--- config.mk ---
export PLATFORM = sky130hd
export DESIGN_NAME = cke_pd_ctrl
export DESIGN_NICKNAME = d
export VERILOG_FILES = /design/src/rtl/cke_pd_pkg.sv /design/src/rtl/cke_sat_timer.sv /design/src/rtl/cke_mode_sel.sv /design/src/rtl/cke_pd_ctrl.sv
export SDC_FILE = /design/constraint.sdc
export NUM_CORES = 1
export LEC_CHECK = 0
export CORE_ASPECT_RATIO = 0.9
export CORE_MARGIN = 1
export CORE_UTILIZATION = 45
export CTS_CLUSTER_SIZE = 30
export DETAILED_ROUTE_END_ITERATION = 8
export DONT_BUFFER_PORTS = 1
export PLACE_DENSITY = 0.6
export SYNTH_ARGS = -nofsm -noshare
export SYNTH_HDL_FRONTEND = slang
export SYNTH_SLANG_ARGS = --single-unit
--- constraint.sdc ---
create_clock -name clk_i -period 2.2 [get_ports clk_i]
set_clock_uncertainty 0.05 [all_clocks]
set_input_delay 0.33 -clock clk_i [delete_from_list [all_inputs] [get_ports clk_i]]
set_output_delay 0.33 -clock clk_i [all_outputs]
set_load 0.02 [all_outputs]
--- src/rtl/cke_pd_pkg.sv ---
package cke_pd_pkg;
  typedef enum logic [2:0] {
    ST_ACT  = 3'd0,
    ST_PPD  = 3'd1,
    ST_APD  = 3'd2,
    ST_SR   = 3'd3,
    ST_EXIT = 3'd4
  } pd_state_e;

  localparam logic [2:0] MODE_OFF     = 3'd0;
  localparam logic [2:0] MODE_PPD     = 3'd1;
  localparam logic [2:0] MODE_APD     = 3'd2;
  localparam logic [2:0] MODE_BOTH    = 3'd3;
  localparam logic [2:0] MODE_BOTH_SR = 3'd4;
endpackage

--- src/rtl/cke_sat_timer.sv ---
module cke_sat_timer #(
  parameter int W = 8
) (
  input  logic         clk_i,
  input  logic         rst_ni,
  input  logic         clr_i,
  output logic [W-1:0] cnt_o
);
  always_ff @(posedge clk_i or negedge rst_ni) begin
    if (!rst_ni)              cnt_o <= '0;
    else if (clr_i)           cnt_o <= '0;
    else if (cnt_o != '1)     cnt_o <= cnt_o + 1'b1;
  end
endmodule

--- src/rtl/cke_mode_sel.sv ---
module cke_mode_sel
  import cke_pd_pkg::*;
#(
  parameter int NUM_BANKS = 8
) (
  input  logic [2:0]           mode_i,
  input  logic [NUM_BANKS-1:0] bank_open_i,
  input  logic                 deep_idle_i,
  input  logic                 sr_allow_i,
  output pd_state_e            target_o,
  output logic                 valid_o
);
  logic any_open, allow_ppd, allow_apd, sr_ok;

  assign any_open  = |bank_open_i;
  assign allow_ppd = (mode_i == MODE_PPD) || (mode_i == MODE_BOTH) || (mode_i == MODE_BOTH_SR);
  assign allow_apd = (mode_i == MODE_APD) || (mode_i == MODE_BOTH) || (mode_i == MODE_BOTH_SR);
  assign sr_ok     = (mode_i == MODE_BOTH_SR) && deep_idle_i && sr_allow_i;

  always_comb begin
    target_o = ST_ACT;
    valid_o  = 1'b0;
    if (any_open) begin
      if (allow_apd) begin
        target_o = ST_APD;
        valid_o  = 1'b1;
      end
    end else if (sr_ok) begin
      target_o = ST_SR;
      valid_o  = 1'b1;
    end else if (allow_ppd) begin
      target_o = ST_PPD;
      valid_o  = 1'b1;
    end
  end
endmodule

--- src/rtl/cke_pd_ctrl.sv ---
module cke_pd_ctrl
  import cke_pd_pkg::*;
#(
  parameter int NUM_BANKS = 8,
  parameter int CNT_W     = 8
) (
  input  logic                 clk_i,
  input  logic                 rst_ni,
  input  logic                 req_pending_i,
  input  logic [NUM_BANKS-1:0] bank_open_i,
  input  logic [2:0]           pd_mode_i,
  input  logic                 pkg_deep_idle_i,
  input  logic                 sr_allow_i,
  input  logic                 rank_present_i,
  input  logic [CNT_W-1:0]     idle_thresh_i,
  input  logic [CNT_W-1:0]     min_low_i,
  input  logic [CNT_W-1:0]     exit_lat_i,
  output logic                 cke_o,
  output logic                 cke_oe_o,
  output logic                 sr_cmd_o,
  output logic                 busy_o,
  output logic [2:0]           state_o
);
  pd_state_e        st_q, st_d, tgt;
  logic             tgt_vld, in_low, low_ok;
  logic [CNT_W-1:0] idle_q, low_q, ex_q, ex_d;
  logic             sr_cmd_q;

  assign in_low = (st_q == ST_PPD) || (st_q == ST_APD) || (st_q == ST_SR);

  cke_sat_timer #(.W(CNT_W)) u_idle (
    .clk_i  (clk_i),
    .rst_ni (rst_ni),
    .clr_i  (req_pending_i || (st_q != ST_ACT)),
    .cnt_o  (idle_q)
  );

  cke_sat_timer #(.W(CNT_W)) u_low (
    .clk_i  (clk_i),
    .rst_ni (rst_ni),
    .clr_i  (!in_low),
    .cnt_o  (low_q)
  );

  cke_mode_sel #(.NUM_BANKS(NUM_BANKS)) u_sel (
    .mode_i      (pd_mode_i),
    .bank_open_i (bank_open_i),
    .deep_idle_i (pkg_deep_idle_i),
    .sr_allow_i  (sr_allow_i),
    .target_o    (tgt),
    .valid_o     (tgt_vld)
  );

  assign low_ok = (low_q >= min_low_i);

  always_comb begin
    st_d = st_q;
    ex_d = ex_q;
    unique case (st_q)
      ST_ACT: if (!req_pending_i && (idle_q >= idle_thresh_i) && tgt_vld) st_d = tgt;
      ST_PPD, ST_APD: if (req_pending_i && low_ok) begin
        st_d = ST_EXIT;
        ex_d = exit_lat_i;
      end
      ST_SR: if ((req_pending_i || !pkg_deep_idle_i) && low_ok) begin
        st_d = ST_EXIT;
        ex_d = exit_lat_i;
      end
      ST_EXIT: if (ex_q == '0) st_d = ST_ACT;
               else ex_d = ex_q - 1'b1;
      default: st_d = ST_ACT;
    endcase
  end

  always_ff @(posedge clk_i or negedge rst_ni) begin
    if (!rst_ni) begin
      st_q     <= ST_ACT;
      ex_q     <= '0;
      sr_cmd_q <= 1'b0;
    end else begin
      st_q     <= st_d;
      ex_q     <= ex_d;
      sr_cmd_q <= (st_d == ST_SR) != (st_q == ST_SR);
    end
  end

  assign cke_o    = (st_q == ST_ACT) || (st_q == ST_EXIT);
  assign busy_o   = (st_q != ST_ACT);
  assign sr_cmd_o = sr_cmd_q;
  assign cke_oe_o = rank_present_i;
  assign state_o  = st_q;

  assert_idle_wait_R2: assert property (@(posedge clk_i) disable iff (!rst_ni)
    $fell(cke_o) |-> ($past(idle_q) >= $past(idle_thresh_i)) && !$past(req_pending_i));

  assert_ppd_closed_R3: assert property (@(posedge clk_i) disable iff (!rst_ni)
    (st_q == ST_PPD && $past(st_q) == ST_ACT) |-> ($past(bank_open_i) == '0));

  assert_apd_open_R4: assert property (@(posedge clk_i) disable iff (!rst_ni)
    (st_q == ST_APD && $past(st_q) == ST_ACT) |-> $past(|bank_open_i));

  assert_mode_off_R5: assert property (@(posedge clk_i) disable iff (!rst_ni)
    $fell(cke_o) |-> ($past(pd_mode_i) != 3'd0) && ($past(pd_mode_i) <= 3'd4));

  assert_sr_gate_R6: assert property (@(posedge clk_i) disable iff (!rst_ni)
    (st_q == ST_SR && $past(st_q) == ST_ACT) |->
      ($past(pkg_deep_idle_i) && $past(sr_allow_i) && $past(pd_mode_i) == MODE_BOTH_SR));

  assert_min_low_R7: assert property (@(posedge clk_i) disable iff (!rst_ni)
    $rose(cke_o) |-> ($past(low_q) >= $past(min_low_i)));

  assert_exit_busy_R8: assert property (@(posedge clk_i) disable iff (!rst_ni)
    $rose(cke_o) |-> busy_o);

  assert_sr_strobe_R9: assert property (@(posedge clk_i) disable iff (!rst_ni)
    sr_cmd_o |-> ((st_q == ST_SR) != ($past(st_q) == ST_SR)));
endmodule

# Word-level counts from Yosys, hierarchy flattened
# Cells that the tools add are included.
[word_totals]
register_bits = 28
out_inout_bits = 7
word_cells = 72
[classes]
add_sub_neg = 3
order_cmp = 2
eq_ne = 16
n_mux = 21
reduce_logical = 25
[ops]
columns = ["cell", "count"]
rows = [
  ["8-bit two-way mux", 7],
  ["8-bit case mux with 3 select lines", 1],
  ["3-bit two-way mux", 6],
  ["8-bit by 1-bit adder with 8-bit output, second input constant", 2],
  ["8-bit greater-or-equal comparator", 2],
  ["8-bit inequality test, second input constant", 2],
  ["3-bit by 2-bit == test with 1-bit output, second input constant", 5],
  ["3-bit case mux with 4 select lines", 1],
  ["1-bit logical OR", 9],
  ["8-bit zero test", 1],
  ["8-bit OR reduction", 1],
  ["8-bit by 1-bit subtractor with 8-bit output, second input constant", 1],
  ["3-bit by 1-bit == test with 1-bit output, second input constant", 2],
  ["3-bit == test, second input constant", 2],
  ["1-bit logical AND", 6],
  ["2-bit inequality test, second input constant", 3],
  ["3-bit nonzero test", 2],
  ["1-bit two-way mux", 5],
  ["4-bit AND reduction", 1],
  ["3-bit zero test", 1],
  ["1-bit zero test", 2],
  ["2-bit two-way mux", 1],
  ["2-bit by 1-bit inequality test with 1-bit output, second input constant", 1],
  ["2-bit nonzero test", 1],
  ["2 further kinds", 2],
]

# Logic depth before layout (Yosys ltp)
# Gate-level depths: netlist (run 1).
[logic_depth]
ltp_word = 11
depth_mapped = 9
depth_no_buf = 8

# Cells and area by module
# Synthesis (run 1) repeated with hierarchy kept, for this count alone.
[unflattened]
cells_unflattened = 242
area_unflattened_um2 = 2117.0
[modules_own_cells]
columns = ["module", "instances", "cells_per_inst", "area_per_inst_um2", "seq_area_each_um2"]
rows = [
  ["cke_pd_ctrl", 1, 146, 1178.6, 300.3],
  ["cke_sat_timer", 2, 41, 421.7, 200.2],
  ["cke_mode_sel", 1, 14, 95.1, 0.0],
]

# Least setup slack after synthesis (run 1)
# No wires, ideal clock.
[synth_timing]
kind = "reg2reg"
from = "register st_q[2], in the netlist state_o[2]"
to = "register u_idle.cnt_o[5]"
t_arrival_ps = 2044
slack_ps = -12
path_stages_with_launch = 9
path_buffers = 2
cell_sequence = "dfrtp_1 or3_4 or2_1 buf_6 or3_4 buf_6 nand2_2 xor2_1 nor2_1"
[synth_via]
elab_chain_len = 3
[synth_lines]
columns = ["item", "line", "text"]
rows = [
  ["from (decl)", "cke_pd_ctrl.sv:24", "pd_state_e st_q, st_d, tgt;"],
  ["from (signal assigned)", "cke_pd_ctrl.sv:81", "st_q <= st_d;"],
  ["3-bit nonzero test *", "--", ""],
  ["net busy_o", "cke_pd_ctrl.sv:21", "output logic busy_o,"],
  ["1-bit logical OR *", "cke_pd_ctrl.sv:34", ".clr_i (req_pending_i || (st_q != ST_ACT)),"],
  ["8-bit two-way mux or 2-bit nonzero test (tied branches)", "--", ""],
  ["to (signal assigned)", "cke_sat_timer.sv:12", "else if (cnt_o != '1) cnt_o <= cnt_o + 1'b1;"],
  ["to (decl)", "cke_sat_timer.sv:7", "output logic [W-1:0] cnt_o"],
]
# The timed path passes the listed nets; every way through them passes the cells marked *.
# A chain may end at the register's enable or synchronous reset.

# Worst setup path after layout (run 1)
[layout_timing]
from = "register u_idle.cnt_o[0]"
to = "register st_q[1], in the netlist state_o[1]"
[layout_via]
elab_chain_len = 5
[layout_lines]
columns = ["item", "line", "text"]
rows = [
  ["8-bit greater-or-equal comparator", "cke_pd_ctrl.sv:60", "ST_ACT: if (!req_pending_i && (idle_q >= idle_thresh_i) && tgt_vld) st_d = tgt;"],
  ["1-bit logical AND (2 in series)", "cke_pd_ctrl.sv:60", ""],
  ["3-bit two-way mux", "cke_pd_ctrl.sv:60", ""],
  ["3-bit case mux with 4 select lines", "cke_pd_ctrl.sv:59", "unique case (st_q)"],
  ["net st_d[1]", "cke_pd_ctrl.sv:24", ""],
]
# The timed path passes the listed nets, and every way through them passes these cells.

==> qor.txt, run 1 <==
Critical R2R Capture -> state_o[1]
# H-tree levels -> 1
Yosys cell types -> 47
Power per Cell Area -> 728.3 nW/um^2
share of layout cells above drive strength 1 -> 0.2047
Max Root-Sink Buffers -> 2
RR Startpoint -> u_idle.cnt_o[0]
Yosys Warn Count -> 0
Reg clk slew, reported paths -> 0.10 ns
Post-synth top flop -> dfrtp_1
Worst Path Max Fanout -> 2
Die W -> 71.60 microns
worst min path class -> in2reg
area leader, netlist -> dfrtp_1
Post-Syn Nets -> 290
Routed WL per cell -> 13.13 microns
Fin Setup TNS -> 0 ns
Clock Sinks -> 28
cell with the most instances after synthesis -> dfrtp_1
Async S/R FF share, synth -> 1.000
Core Rows -> 22
Worst-Skew Late Latency -> 0.28 ns
worst-case hold path end point -> ex_q[2]
Hold Path Cell Cnt -> 2
initial antenna violation count -> 0
residual DRC count -> 0
Synth Cell Area -> 1962 sq um
outcome -> completed
DR pass1 iterations -> 4
Worst Tran Pin Value -> 0.4732 ns
Total Routed Length -> 3965 microns
CP Cell Sequence -> inv_2 > ha_4 > nand2b_4 > a2111o_1 > a311oi_2 > buf_4 > nor3_2 > or3_1
RSZ-0062 raised after global routing -> true
Final Hold Fails -> 0
Hold WS -> 0.2042 ns
Die ar. -> 4628 sq um
RD Place Congestion -> 0.7640
Total Routing Usage GR -> 0.1831
max incr delay on CP -> 0.40 ns
max cap viols -> 0
vias in the first global route -> 1520
root buf cell -> clkbuf_8
Post-Layout Inst Area -> 2356 sq um
via count -> 1661
startpoint types -> register
Crit path max-delay family -> compound AO/OA/AOI/OAI gates
final setup fails -> 0
WP depth -> 8
Syn Inst Count -> 230
Post-Layout Cell Count -> 302
total grt overflow -> 0
I/O pin cnt -> 48
register area share after synthesis -> 0.3571
Period minus WS final -> 2.118 ns
nets -> 315
mean post-synth cell area -> 8.530 sq um
Synth top area share -> 0.3571
Reg2Reg Depth -> 8
CP Class -> reg2reg
CTS tree -> built
Buffers & Inverters on Critical Path -> 2
Antenna Violating Nets Remaining -> 0
fin crit share -> 0.9629
initial core utilization -> 0.4752
Crit. End Element -> register
DRT iter0 DRCs -> 44
relative slew slack -> 0.6801
VDD IR-drop max -> 404.4 uV
slowest CP cell -> dfrtp_1
Pins Over Slew Limit -> 0
Num CTS Buffers -> 3
placed insts -> 294
diode count -> 0
Req. time, crit path -> 2.31 ns
core region area -> 4129 sq um
HP Start -> exit_lat_i[2]
post-synthesis sequential element count -> 28
Area after DPL -> 2147 sq um
# port buffers -> 0
vias per cell -> 5.500
Final HPWL DP -> 2978 microns
number of synthesized flops with an enable pin -> 0
first-pass GRT wire length -> 6665 microns
Pleak -> 1.161 nW
synth cell count leaders -> dfrtp_1 (28), inv_1 (25), nor2_1 (25), o21ai_0 (20), ha_1 (19)
largest net degree at the start of global routing -> 29
Max Freq -> 0.4721 GHz
worst reg2reg setup slack -> 0.08 ns
arrival time at the worst endpoint -> 2.23 ns
die height -> 64.64 microns
Area Growth Syn to Fin -> 20.09%
Synth area leaders -> dfrtp_1 (36%), ha_1 (12%), o21ai_0 (5.1%)
-- worst max path at each step --
| stage | from | endpoint | slack [ns] |
|---|---|---|---|
| after floorplan | state_o[1] | u_idle.cnt_o[5] | 0.02 |
| final | u_idle.cnt_o[0] | state_o[1] | 0.08 |
| after detailed placement | u_low.cnt_o[0] | sr_cmd_o | -0.15 |
| after global routing | u_idle.cnt_o[0] | state_o[1] | -0.01 |
| after global placement | u_low.cnt_o[0] | sr_cmd_o | -0.1 |
| after CTS | u_low.cnt_o[0] | sr_cmd_o | 0.01 |
-- metal layers --
layer	global-route usage	share of wire	vias up
met5	0	0	-
met4	0.03676	0.0096	0
met3	0.04821	0.039	4
met2	0.2901	0.43	30
met1	0.2530	0.52	765
li1	-	-	862
-- final cells by class --
type / count / area [sq um]
Clock buffer: 4 / 45.04
Fill cell: 378 / 1773
Inverter: 25 / 93.84
Multi-Input combinational cell: 171 / 1241
Sequential cell: 28 / 701.9
Tap cell: 48 / 60.06
Timing Repair Buffer: 26 / 214.0
-- cells by family (layout without fill, tap and decap cells) --
group | after synthesis | count (layout) | synth area share
muxes | 1 | 1 | 0.005102
xor gates and xnor gates | 5 | 5 | 0.02615
AOI/OAI and AO/OA | 58 | 58 | 0.1779
DFF | 28 | 28 | 0.3571
adders and majority gates | 19 | 19 | 0.1212
buffers and inverters | 31 | 55 | 0.06951
and+or+nand+nor | 88 | 88 | 0.2430
-- timing repair --
action,in CTS,in global routing
pin swaps,3,4
hold endpoints to repair,28,0
buffers inserted,0,2
resized for setup,5,14
hold buffers,2,0
endpoints found under the setup margin,6,6
-- sequential cells by signal, summed over array words and instances, names as in the netlist --
name	count
ex_q	8
sr_cmd_o	1
state_o	3
u_idle.cnt_o	8
u_low.cnt_o	8
-- per-stage QoR --
stage            util  setup slack, ns  power [mW]
2_1_floorplan       -          0.01559       1.091
3_3_place_gp   0.5200         -0.09871       1.299
3_5_place_dp   0.5200          -0.1453       1.306
4_1_cts        0.5424          0.01064       1.644
5_1_grt        0.5706        -0.009809       1.850
6_report       0.5706          0.08161       1.716
-- cells in the final DEF, fill, tap and decap left out, types with 3 or more instances in the layout --
| master | count |
|---|---|
| a2111oi_4 | 3 |
| a21oi_1 | 17 |
| a31oi_1 | 3 |
| and3_1 | 8 |
| buf_4 | 23 |
| clkbuf_8 | 3 |
| dfrtp_1 | 27 |
| ha_1 | 18 |
| inv_1 | 24 |
| nand2_1 | 10 |
| nand2b_1 | 4 |
| nand3_1 | 9 |
| nor2_1 | 25 |
| nor3_1 | 5 |
| nor4_1 | 3 |
| o21ai_0 | 20 |
| xor2_1 | 3 |
-- report_power, final --
part | leakage, nW | internal, mW | switching, mW
registers | 0.377 | 0.605 | 0.0772
clock network | 0.0228 | 0.130 | 0.160
logic | 0.760 | 0.374 | 0.370
No activity file was read; power rests on OpenSTA's default activity.
==> inputs of run 2 (changes only) <==
--- a/config.mk
+++ b/config.mk
@@ -7,11 +7,11 @@
 export LEC_CHECK = 0
 export CORE_ASPECT_RATIO = 0.9
 export CORE_MARGIN = 1
-export CORE_UTILIZATION = 45
+export CORE_UTILIZATION = 30
 export CTS_CLUSTER_SIZE = 30
 export DETAILED_ROUTE_END_ITERATION = 8
 export DONT_BUFFER_PORTS = 1
-export PLACE_DENSITY = 0.6
+export PLACE_DENSITY = 0.43
 export SYNTH_ARGS = -nofsm -noshare
 export SYNTH_HDL_FRONTEND = slang
 export SYNTH_SLANG_ARGS = --single-unit
==> constraint.sdc (replaced) <==
create_clock -name clk_i -period 2.2 [get_ports clk_i]
set_clock_uncertainty 0.05 [all_clocks]
set_input_delay 0.33 -clock clk_i [delete_from_list [all_inputs] [get_ports clk_i]]
set_output_delay 0.33 -clock clk_i [all_outputs]
set_load 0.1 [all_outputs]
==> run 2 against run 1 <==
Non-clock buffer count rose by 8. Sequential share of layout area fell by 1.9 points. Power rose by 25%. Die area rose by 48%. Flip-flop and latch count did not move. Global-route usage fell by 4.9 points. Final area rose by 8.0%. Clock power rose by 46%. Count of clock-buffer cells in the layout fell by 1. First-iteration DRC count rose by 68%.
==> qor.txt, run 2 (synthesis gave the netlist of run 1 again) <==
nets -> 323 (+2.5%)
initial antenna violation count -> 0 (unchanged)
Area Growth Syn to Fin -> 29.66%
Pins Over Slew Limit -> 0 (unchanged)
Final Hold Fails -> 0 (unchanged)
core region area -> 6216 sq um (+51%)
Total Routing Usage GR -> 0.1337 (-0.04936)
largest net degree at the start of global routing -> 29 (unchanged)
Routed WL per cell -> 12.58 microns (-4.2%)
root buf cell -> clkbuf_8
die height -> 78.72 microns (+22%)
Clock Sinks -> 28 (unchanged)
Area after DPL -> 2262 sq um (+5.4%)
switching part of the total -> 0.4005 (+0.04693)
# port buffers -> 0 (unchanged)
share of layout cells above drive strength 1 -> 0.2634 (+0.05863)
Crit path max-delay family -> compound AO/OA/AOI/OAI gates
Internal Power -> 1.283 mW (+16%)
fin crit share -> 0.9617 (-0.001162)
diode count -> 0 (unchanged)
# H-tree levels -> 1 (unchanged)
VDD IR-drop max -> 902.0 uV (+120%)
max cap viols -> 0 (unchanged)
Combinational Power Share -> 0.484 (+0.051)
CP Cell Sequence -> inv_2 > ha_4 > nand2b_4 > a2111o_1 > a311oi_2 > buf_4 > nor3_2 > or3_1
Reg clk slew, reported paths -> 0.11 ns (about the same)
Total Routed Length -> 4389 microns (+11%)
overall power -> 2.141 mW (+25%)
Req. time, crit path -> 2.32 ns (about the same)
Post-Layout Inst Area -> 2544 sq um (+8.0%)
via count -> 1696 (+2.1%)
Worst Path Max Fanout -> 2 (unchanged)
Core Rows -> 27 (+23%)
RSZ-0062 raised after global routing -> true
placed insts -> 340 (+16%)
Worst Tran Pin Value -> 0.4772 ns (+0.003969 ns)
CTS tree -> built
Crit. End Element -> register
first-pass GRT wire length -> 7210 microns (+8.2%)
residual DRC count -> 0 (unchanged)
total grt overflow -> 0 (unchanged)
final worst slack -> 0.08416 ns (+0.002556 ns)
relative slew slack -> 0.6819 (+0.001799)
arrival time at the worst endpoint -> 2.23 ns (about the same)
Die W -> 87.24 microns (+22%)
most frequent cells in the layout -> buf_4 (30), dfrtp_1 (25), inv_1 (24), nor2_1 (24)
Num CTS Buffers -> 3 (unchanged)
RD Place Congestion -> 0.7905 (+3.5%)
worst min path class -> in2reg
initial core utilization -> 0.3156 (-0.1595)
slowest CP cell -> dfrtp_1
Max Root-Sink Buffers -> 2 (unchanged)
Power per Cell Area -> 841.5 nW/um^2 (+16%)
CP Class -> reg2reg
Period minus WS final -> 2.116 ns (-0.002556 ns)
leading cell type in the layout, fill and taps excluded -> buf_4
max incr delay on CP -> 0.40 ns (about the same)
DRT iter0 DRCs -> 74 (+68%)
Post-Layout Cell Count -> 349 (+16%)
Final HPWL DP -> 3269 microns (+9.7%)
DR pass1 iterations -> 4 (unchanged)
P_sw -> 0.8574 mW (+41%)
vias per cell -> 4.860 (-12%)
clock power share -> 0.197 (+0.028)
outcome -> completed
I/O pin cnt -> 48 (unchanged)
top flop regs -> ex_q (8), u_idle.cnt_o (8), u_low.cnt_o (8)
final setup fails -> 0 (unchanged)
Pleak -> 1.206 nW (+3.9%)
Die ar. -> 6868 sq um (+48%)
vias in the first global route -> 1516 (-0.26%)
Buffers & Inverters on Critical Path -> 2 (unchanged)
Seq pwr share -> 0.319 (-0.079)
Setup Slack @ Placement -> -0.2859 ns (-0.1406 ns)
Worst-Skew Late Latency -> 0.28 ns (about the same)
Max Freq -> 0.4726 GHz (+0.12%)
Antenna Violating Nets Remaining -> 0 (unchanged)
startpoint types -> register
-- run 2: changes by cell type in the layout (fill, tap and decap cells not counted), sizes merged --
cell,previous run,this run
buf,25,33
bufinv,0,1
clkbuf,4,3
-- run 2: power by group through the flow --
stage	sequential, mW	clock [mW]	combinational [mW]
floorplan	0.797	0	0.528
global placement	0.690	0	0.883
detailed placement	0.689	0	0.885
CTS	0.681	0.445	0.953
global route	0.698	0.463	1.13
finish	0.683	0.422	1.04
-- run 2: per-stage QoR --
| stage | hold WS, ns | util | setup TNS (ns) |
|---|---|---|---|
| after detailed placement | -0.01471 | 0.3639 | -1.108 |
| final | 0.1742 | 0.4092 | 0 |
| after floorplan | -0.01559 | - | -1.719 |
| after global routing | 0.1762 | 0.4092 | -0.06592 |
| after CTS | 0.1754 | 0.3885 | 0 |
| after global placement | -0.01488 | 0.3639 | -0.6521 |
-- run 2: metal layers --
layer	wire, microns	vias up	track usage
li1	-	885	-
met1	2290	782	0.1958
met2	1922	27	0.1992
met3	161	2	0.03638
met4	15	0	0.01967
met5	0	-	0
-- run 2: final cells by class --
| type | count | area [sq um] |
|---|---|---|
| clock buffers | 3 | 41.29 |
| clock inverters | 1 | 30.03 |
| fillers | 655 | 3672 |
| inverters | 25 | 93.84 |
| multi-input cells | 171 | 1282 |
| flip-flops and latches | 28 | 709.4 |
| well taps | 87 | 108.9 |
| repair buffers | 34 | 277.8 |
-- run 2: path summary, 6_finish.rpt --
check / startpoint / end / slack [ns] / cells past startpoint
worst max-delay path: u_idle.cnt_o[0] / state_o[1] / 0.08 / 8
worst min-delay path: exit_lat_i[3] / ex_q[3] / 0.17 / 2
worst max register to register: u_idle.cnt_o[0] / state_o[1] / 0.08 / 8
worst min register to register: ex_q[6] / ex_q[6] / 0.47 / 2
max in group asynchronous: rst_ni / state_o[0] / 1.48 / 2
min in group asynchronous: rst_ni / ex_q[1] / 0.43 / 2
-- run 2: what timing repair did --
item	CTS	global route
setup endpoints to repair	10	9
pin swaps	4	7
hold buffers	2	0
resized for setup	10	20
hold endpoints to repair	28	0
buffers inserted	0	3
-- run 2: worst register-to-register path, stage by stage, from the launching register on --
cell      delay, ns
dfrtp_1        0.40
inv_2          0.08
ha_4           0.19
nand2b_4       0.13
a2111o_1       0.39
a311oi_2       0.21
buf_4          0.16
nor3_2         0.05
or3_1          0.35
==> inputs of run 3 (changes only) <==
--- a/config.mk
+++ b/config.mk
@@ -11,7 +11,6 @@
 export CTS_CLUSTER_SIZE = 30
 export DETAILED_ROUTE_END_ITERATION = 8
 export DONT_BUFFER_PORTS = 1
-export PLACE_DENSITY = 0.43
 export SYNTH_ARGS = -nofsm -noshare
 export SYNTH_HDL_FRONTEND = slang
 export SYNTH_SLANG_ARGS = --single-unit
==> run 3 against run 2 <==
Final area is 3.0% lower. Combinational power shrank 4%. Sequential share of layout area increased by 0.88 points. Global-route usage is 0.19 points higher. Core utilization fell by 1.2 points. Sequential power up 3.2%. Power decreased by 5.0%. Routed wire length increased by 5.5%. Register-to-register slack worse by 0.05 ns. Largest cell class unchanged. Via count increased by 0.83%.
==> qor.txt, run 3 (synthesis gave the netlist of run 1 again) <==
startpoint types -> register
RD Place Congestion -> 0.7237 (-8.5%)
Internal Power -> 1.187 mW (-7.5%)
RR Startpoint -> u_idle.cnt_o[0]
final worst slack -> 0.03915 ns (-0.04501 ns)
worst-case hold path end point -> ex_q[2]
Clock Sinks -> 28 (unchanged)
Total Routing Usage GR -> 0.1356 (+0.001875)
Area after DPL -> 2217 sq um (-2.0%)
DR pass1 iterations -> 4 (unchanged)
Power per Cell Area -> 824.6 nW/um^2 (-2.0%)
max cap viols -> 0 (unchanged)
total grt overflow -> 0 (unchanged)
VDD IR-drop max -> 262.4 uV (-71%)
Num CTS Buffers -> 3 (unchanged)
I/O pin cnt -> 48 (unchanged)
CP Class -> reg2reg
Hold Path Cell Cnt -> 2 (unchanged)
switching part of the total -> 0.4163 (+0.01578)
Area Growth Syn to Fin -> 25.70%
worst min path class -> in2reg
Die W -> 87.24 microns (unchanged)
Final Hold Fails -> 0 (unchanged)
CTS tree -> built
share of layout cells above drive strength 1 -> 0.2287 (-0.03468)
initial antenna violation count -> 0 (unchanged)
Die ar. -> 6868 sq um (unchanged)
vias per cell -> 4.957 (+2.0%)
Post-Layout Inst Area -> 2466 sq um (-3.0%)
root buf cell -> clkbuf_8
Critical R2R Capture -> state_o[1]
CP Cell Sequence -> inv_2 > ha_4 > nand2b_4 > a2111o_1 > a311oi_2 > buf_4 > nor3_1 > or3_1
DRT iter0 DRCs -> 86 (+16%)
P_sw -> 0.8466 mW (-1.3%)
outcome -> completed
RSZ-0062 raised after global routing -> true
worst reg2reg setup slack -> 0.04 ns (-0.05 ns)
HP Start -> exit_lat_i[2]
Max Root-Sink Buffers -> 2 (unchanged)
fin crit share -> 0.9822 (+0.02046)
Period minus WS final -> 2.161 ns (+0.04501 ns)
Total Routed Length -> 4629 microns (+5.5%)
# H-tree levels -> 1 (unchanged)
residual DRC count -> 0 (unchanged)
nets -> 319 (-1.2%)
core region area -> 6216 sq um (unchanged)
Crit. End Element -> register
die height -> 78.72 microns (unchanged)
Antenna Violating Nets Remaining -> 0 (unchanged)
diode count -> 0 (unchanged)
Reg clk slew, reported paths -> 0.10 ns (about the same)
slowest CP cell -> dfrtp_1
Worst Path Max Fanout -> 2 (unchanged)
Req. time, crit path -> 2.32 ns (about the same)
Setup Slack @ Placement -> -0.3201 ns (-0.03425 ns)
max incr delay on CP -> 0.41 ns (about the same)
Worst-Skew Late Latency -> 0.28 ns (about the same)
Core Rows -> 27 (unchanged)
most frequent cells in the layout -> buf_4 (26), dfrtp_1 (25), inv_1 (24), nor2_1 (24), o21ai_0 (19)
Worst Tran Pin Value -> 0.4495 ns (-0.02767 ns)
Crit path max-delay family -> compound AO/OA/AOI/OAI gates
leading cell type in the layout, fill and taps excluded -> buf_4
Pleak -> 1.177 nW (-2.4%)
Reg2Reg Depth -> 8 (unchanged)
Combinational Power Share -> 0.492 (+0.008)
# port buffers -> 0 (unchanged)
Seq pwr share -> 0.347 (+0.028)
Routed WL per cell -> 13.42 microns (+6.7%)
relative slew slack -> 0.7003 (+0.01844)
top flop regs -> ex_q (8), u_idle.cnt_o (8), u_low.cnt_o (8)
Max Freq -> 0.4628 GHz (-2.1%)
clock power share -> 0.161 (-0.036)
Final HPWL DP -> 3259 microns (-0.29%)
arrival time at the worst endpoint -> 2.28 ns (+0.05 ns)
largest net degree at the start of global routing -> 29 (unchanged)
via count -> 1710 (+0.83%)
final setup fails -> 0 (unchanged)
Pins Over Slew Limit -> 0 (unchanged)
Buffers & Inverters on Critical Path -> 2 (unchanged)
vias in the first global route -> 1548 (+2.1%)
initial core utilization -> 0.3156 (unchanged)
first-pass GRT wire length -> 7300 microns (+1.2%)
==> run 3: metrics by stage <==
step	power [mW]	hold slack, ns	setup TNS [ns]	std cells	util
after floorplan	1.325	-0.01559	-1.719	230	-
after global placement	1.524	-0.01431	-1.170	334	0.3567
after detailed placement	1.543	-0.01464	-1.026	334	0.3567
after CTS	1.962	0.1934	0	340	0.3806
after global routing	2.170	0.1990	-0.06213	345	0.3967
final	2.033	0.1976	0	345	0.3967
==> run 3: power by group through the flow <==
stage | Clock [mW] | Sequential, mW | Combinational, mW
floorplan | 0 | 0.797 | 0.528
global placement | 0 | 0.707 | 0.817
detailed placement | 0 | 0.706 | 0.837
CTS | 0.343 | 0.701 | 0.918
global route | 0.367 | 0.720 | 1.08
finish | 0.327 | 0.705 | 1.00
==> run 3: worst max-delay path by stage <==
stage / from / end / slack [ns] / cells after the start
after detailed placement: u_low.cnt_o[0] / sr_cmd_o / -0.32 / 9
after global placement: u_low.cnt_o[0] / sr_cmd_o / -0.26 / 9
final: u_idle.cnt_o[0] / state_o[1] / 0.04 / 8
after floorplan: state_o[0] / u_idle.cnt_o[5] / -0.31 / 8
after CTS: u_idle.cnt_o[0] / state_o[1] / 0.006 / 8
after global routing: u_idle.cnt_o[0] / state_o[1] / -0.03 / 8
==> run 3: final cells by class <==
class                   instances  area [sq um]
fillers                       646          3750
multi-input cells             171          1255
flip-flops and latches         28         709.4
repair buffers                 30         244.0
well taps                      87         108.9
inverters                      25         93.84
clock buffers                   4         55.05
==> run 3: layer usage <==
metal | vias to the layer above | part of all wire | GRT usage | wire (microns)
met2 | 25 | 0.47 | 0.2188 | 2191
met4 | 0 | 0.0022 | 0.01475 | 10
met1 | 811 | 0.49 | 0.1856 | 2255
met3 | 2 | 0.037 | 0.03846 | 171
met5 | - | 0 | 0 | 0
li1 | 872 | - | - | -
==> run 3: worst register-to-register path, cell delays in order (launching register included) <==
cell	delay, ns
dfrtp_1	0.41
inv_2	0.08
ha_4	0.19
nand2b_4	0.13
a2111o_1	0.37
a311oi_2	0.23
buf_4	0.15
nor3_1	0.06
or3_1	0.37
==> run 3: timing repair <==
action                                  CTS  global route
hold buffers                              2             0
resized for setup                        10            12
pin swaps                                 2            10
gates cloned                              0             1
buffers inserted                          0             5
endpoints found under the setup margin   11            11
hold endpoints to repair                 28             0
